`config.mk`:
```
export PLATFORM = sky130hd
export DESIGN_NAME = buck_mode_ctrl
export DESIGN_NICKNAME = d
export VERILOG_FILES = /design/src/rtl/buck_mode_ctrl.sv
export SDC_FILE = /design/constraint.sdc
export NUM_CORES = 1
export LEC_CHECK = 0
export BUFFER_PORTS_ARGS = -buffer_cell sky130_fd_sc_hd__clkbuf_2
export CORE_MARGIN = 2
export CORE_UTILIZATION = 50
export DETAILED_ROUTE_END_ITERATION = 8
export PLACE_DENSITY = 0.68
export SYNTH_ARGS = -nofsm -noshare
export SYNTH_HDL_FRONTEND = slang
export SYNTH_SLANG_ARGS = --single-unit
```
`constraint.sdc`:
```
create_clock -name clk -period 4 [get_ports clk]
set_clock_uncertainty 0.1 [all_clocks]
set_input_delay 1 -clock clk [delete_from_list [all_inputs] [get_ports clk]]
set_output_delay 1 -clock clk [all_outputs]
set_load 0.02 [all_outputs]
```
`src/rtl/buck_mode_ctrl.sv`:
```
module buck_mode_ctrl #(
  parameter int unsigned DEAD_CYC  = 4,
  parameter int unsigned DCM_LIMIT = 2500
) (
  input  logic clk,
  input  logic rst_n,
  input  logic pwm_tick,
  input  logic cur_trip,
  input  logic pk_trip,
  input  logic zero_det,
  input  logic vout_low,
  output logic gate_hi,
  output logic gate_lo,
  output logic pfm_mode
);
  localparam int DTW = $clog2(DEAD_CYC + 1);
  localparam int CW  = $clog2(DCM_LIMIT + 1);
  localparam logic [DTW-1:0] DT_LOAD = DTW'(DEAD_CYC - 1);
  localparam logic [CW-1:0]  CNT_TOP = CW'(DCM_LIMIT);

  typedef enum logic [1:0] {SW_OFF, SW_HI, SW_LO} sw_t;

  sw_t           ph, sw;
  logic [DTW-1:0] dt;
  logic [CW-1:0]  cnt;
  logic           run, per_dcm, pfm;

  always_ff @(posedge clk or negedge rst_n) begin
    if (!rst_n) begin
      ph      <= SW_OFF;
      sw      <= SW_OFF;
      dt      <= DT_LOAD;
      cnt     <= '0;
      run     <= 1'b0;
      per_dcm <= 1'b0;
      pfm     <= 1'b0;
    end else begin
      if (ph != sw && sw != SW_OFF) begin
        sw <= SW_OFF;
        dt <= DT_LOAD;
      end else if (dt != '0) begin
        dt <= dt - 1'b1;
      end else if (ph != sw) begin
        sw <= ph;
      end

      if (!pfm) begin
        if (run && cnt != CNT_TOP) cnt <= cnt + 1'b1;
        if (cur_trip && (ph == SW_HI || pwm_tick)) ph <= SW_LO;
        else if (pwm_tick) ph <= SW_HI;
        else if (ph == SW_LO && zero_det) begin
          ph      <= SW_OFF;
          per_dcm <= 1'b1;
          run     <= 1'b1;
        end
        if (pwm_tick) begin
          per_dcm <= 1'b0;
          if (!per_dcm) begin
            cnt <= '0;
            run <= 1'b0;
          end
        end else if (cnt == CNT_TOP && ph == SW_OFF) begin
          pfm     <= 1'b1;
          cnt     <= '0;
          run     <= 1'b0;
          per_dcm <= 1'b0;
        end
      end else begin
        if (ph == SW_OFF && vout_low) ph <= SW_HI;
        else if (ph == SW_HI && pk_trip) ph <= SW_LO;
        else if (ph == SW_LO && zero_det) ph <= SW_OFF;
        else if (ph == SW_LO && vout_low) pfm <= 1'b0;
      end
    end
  end

  assign gate_hi  = (sw != SW_HI);
  assign gate_lo  = (sw == SW_LO);
  assign pfm_mode = pfm;

  assert_no_overlap_R11: assert property (@(posedge clk) disable iff (!rst_n)
    !(!gate_hi && gate_lo));

  assert_gap_before_on_R11: assert property (@(posedge clk) disable iff (!rst_n)
    ($fell(gate_hi) || $rose(gate_lo)) |-> ($past(gate_hi) && !$past(gate_lo)));

  assert_trip_wins_R5: assert property (@(posedge clk) disable iff (!rst_n)
    (!pfm && cur_trip && pwm_tick) |=> (ph == SW_LO));

  assert_pfm_entry_off_R7: assert property (@(posedge clk) disable iff (!rst_n)
    $rose(pfm_mode) |-> (gate_hi && !gate_lo));

  assert_pfm_idle_hold_R8: assert property (@(posedge clk) disable iff (!rst_n)
    (pfm && ph == SW_OFF && !vout_low) |=> (ph == SW_OFF && pfm_mode));

  assert_pfm_exit_R10: assert property (@(posedge clk) disable iff (!rst_n)
    $fell(pfm_mode) |-> $past(vout_low));
endmodule

```
==> flow_summary.toml <==
[placed_design]
dp_hpwl_um = 1560
place.gp.congestion = 0.770
postPlaceCellArea_um2 = 1290
dpl.cell_count = 159
port_buffers = 9

[clocking]
postCtsSetupBuffers = 0
cts_root_buf = "clkbuf_4"
clkLatencyLatePin_ps = 300
holdBufCountCts = 0
cts_tree = "yes"
clockBufferDepth = 2
cts_resized = 0
cts_sinks = 22
clk_transition_reported_paths_ps = 130
htree_levels = 1
cts_buffers = 3

[synth]
synthTopCellsByArea = "dfrtp_1, xor2_1, nor2_1"
synth_area_um2 = 1240
synth_cells = 124
yosysWarnings = 0
synth_seq_cells = 22
synthFlopType = "dfrtp_1"
yosysTopAreaCellShare_pct = 40.4
synth-edff-count = 0
yosysTopAreaCell = "dfrtp_1"
postSynthAreaPerCell_um2 = 10.0
seq_area_frac_synth_pct = 44.6
yosysUniqueCellTypes = 37
async_reset_ff_share_pct = 100
synth_nets = 135

[floorplanning]
die_h_um = 53.8
dieWidth_um = 53.8
ioPinCount = 10
initial_utilization_pct = 51.5
dieArea_um2 = 2890
rows = 18
core-area_um2 = 2410

[timing]
whs_ps = 470
period_minus_slack_ps = 2230
period_share_pct = 55.7
rsz0062_at_grt = "false"
slew_headroom_pct = 63.3
worst_pin_slew_ps = 550
hold_viol = 0
fmax_mhz = 449
tns_ps = 0
setup_viol = 0
maxSlewViolCount = 0

[finish]
diodes = 0
drive_gt1_share_pct = 16.5
ff_latch_area_um2 = 553
layout_commonest_cell = "dfrtp_1"
final_area_um2 = 1350
syn2layout_area_growth_pct = 8.48
final_cells = 163
fillers = 220
nets = 145
final_cell_mix = "dfrtp_1, nor2_1, inv_1, clkbuf_2, xor2_1"
multi_input_area_um2 = 623

[setup_path]
critPathKind = "register to output port"
ff2ff_setup_slack_ps = 2090
worst-path-max-fanout = 8
critPathRequiredTime_ps = 2900
reg2reg_to = "cnt[5]"
r2r_cells = 4
worstSetupStartpointType = "register"
timing.rr.start = "cnt[4]"
cp-end-kind = "output port"
cp.arrival_ps = 1130

[grt]
grt_antenna_before_repair = 0
grt-ovfl-total = 0
grt_pass1_wl_um = 3510
track_usage_pct = 16.7
grt_max_degree = 23
grt_pass1_vias = 830

[power]
p_leak_nw = 0.600
ir_drop_mv = 0.260
powerDensity_nw_per_um2 = 456

[drt]
highest_layer = "met4"
wl_um = 2120
via_count = 888
dr.pass1.iters = 4
wl_met3_um = 40
ant_nets = 0
met2WireLength_um = 1070
drc = 0
met1_length_um = 989
wl_per_cell_um = 13.0
via_per_inst = 5.45
drt-initial-drc-count = 6

[worst_hold_path]
min_delay_worst_endpoint = "run"
hold_path.class = "register to register"
worstHoldPathCells = 2
min_from = "run"

[status]
status = "complete, no violations"

[job]
max-cap-violations = 0
[registers in the layout, indices dropped and copies added, names as in the netlist]
name / cells
dt: 3
sw: 2
per_dcm: 1
run: 1
cnt: 12
pfm_mode: 1
ph: 2
[kinds of logic (layout without fill, tap and decap cells)]
family | after synthesis | in the layout | share of synthesized area [%]
multiplexers | 4 | 4 | 3.23
AO/OA/AOI/OAI | 23 | 23 | 13.7
AND/OR/NAND/NOR | 48 | 48 | 22.2
flip-flops | 22 | 22 | 44.6
XOR/XNOR | 10 | 10 | 7.06
adder cells (fa/ha/maj) | 4 | 4 | 4.04
buffers and inverters | 13 | 22 | 5.15
[cell type report]
cell class	count	area share (%)
multi-input combinational	89	46.3
inverter	9	2.51
tap	30	2.79
clock buffer	3	1.67
clock inverter	1	2.23
sequential	22	41.1
timing repair buffer	9	3.35
[worst max-delay path: stages, from the launching register on]
cell and delay (ps):
dfrtp_1 500, nor2b_1 160, clkbuf_2 170
[how the worst max path moves through the flow]
stage	from	to	slack [ps]	depth (start not counted)
2_1_floorplan	sw[1]	gate_lo	1990	2
3_3_place_gp	zero_det	per_dcm	1940	5
3_5_place_dp	zero_det	per_dcm	1890	5
4_1_cts	sw[1]	gate_lo	1750	2
5_1_grt	sw[1]	gate_lo	1670	2
6_report	sw[1]	gate_lo	1770	2
[stage by stage]
step | power (W) | setup WS (ps) | util, %
after CTS | 0.000621 | 1750 | 55.8
final | 0.000614 | 1770 | 55.8
after global placement | 0.000441 | 1940 | 53.6
after global routing | 0.000659 | 1670 | 55.8
after detailed placement | 0.000451 | 1890 | 53.6
after floorplan | 0.000415 | 1990 | -
[per-layer routing]
metal  global-route usage, %  up-vias
li1                        -      454
met1                    21.9      426
met2                    27.6        6
met3                    3.33        2
met4                    5.13        0
met5                       0        -
[report_power, final]
part	internal [W]	total [W]	switching (W)
clock network	0.000101	0.000171	0.0000701
registers	0.000258	0.000284	0.0000266
logic	0.0000738	0.000158	0.0000839
total	0.000433	0.000614	0.000181
[synth_stat cells (all sizes together) (2+ instances only)]
| library cell | instances |
|---|---|
| a21oi | 6 |
| a31o | 2 |
| a31oi | 2 |
| and2 | 2 |
| and4b | 2 |
| buf | 3 |
| dfrtp | 20 |
| dfstp | 2 |
| ha | 4 |
| inv | 9 |
| mux2i | 4 |
| nand2 | 3 |
| nand2b | 5 |
| nand3 | 5 |
| nand4 | 5 |
| nor2 | 16 |
| nor2b | 3 |
| nor3 | 2 |
| o21ai | 6 |
| or3 | 2 |
| xnor2 | 3 |
| xor2 | 7 |
Power figures use the tool's default switching activity.
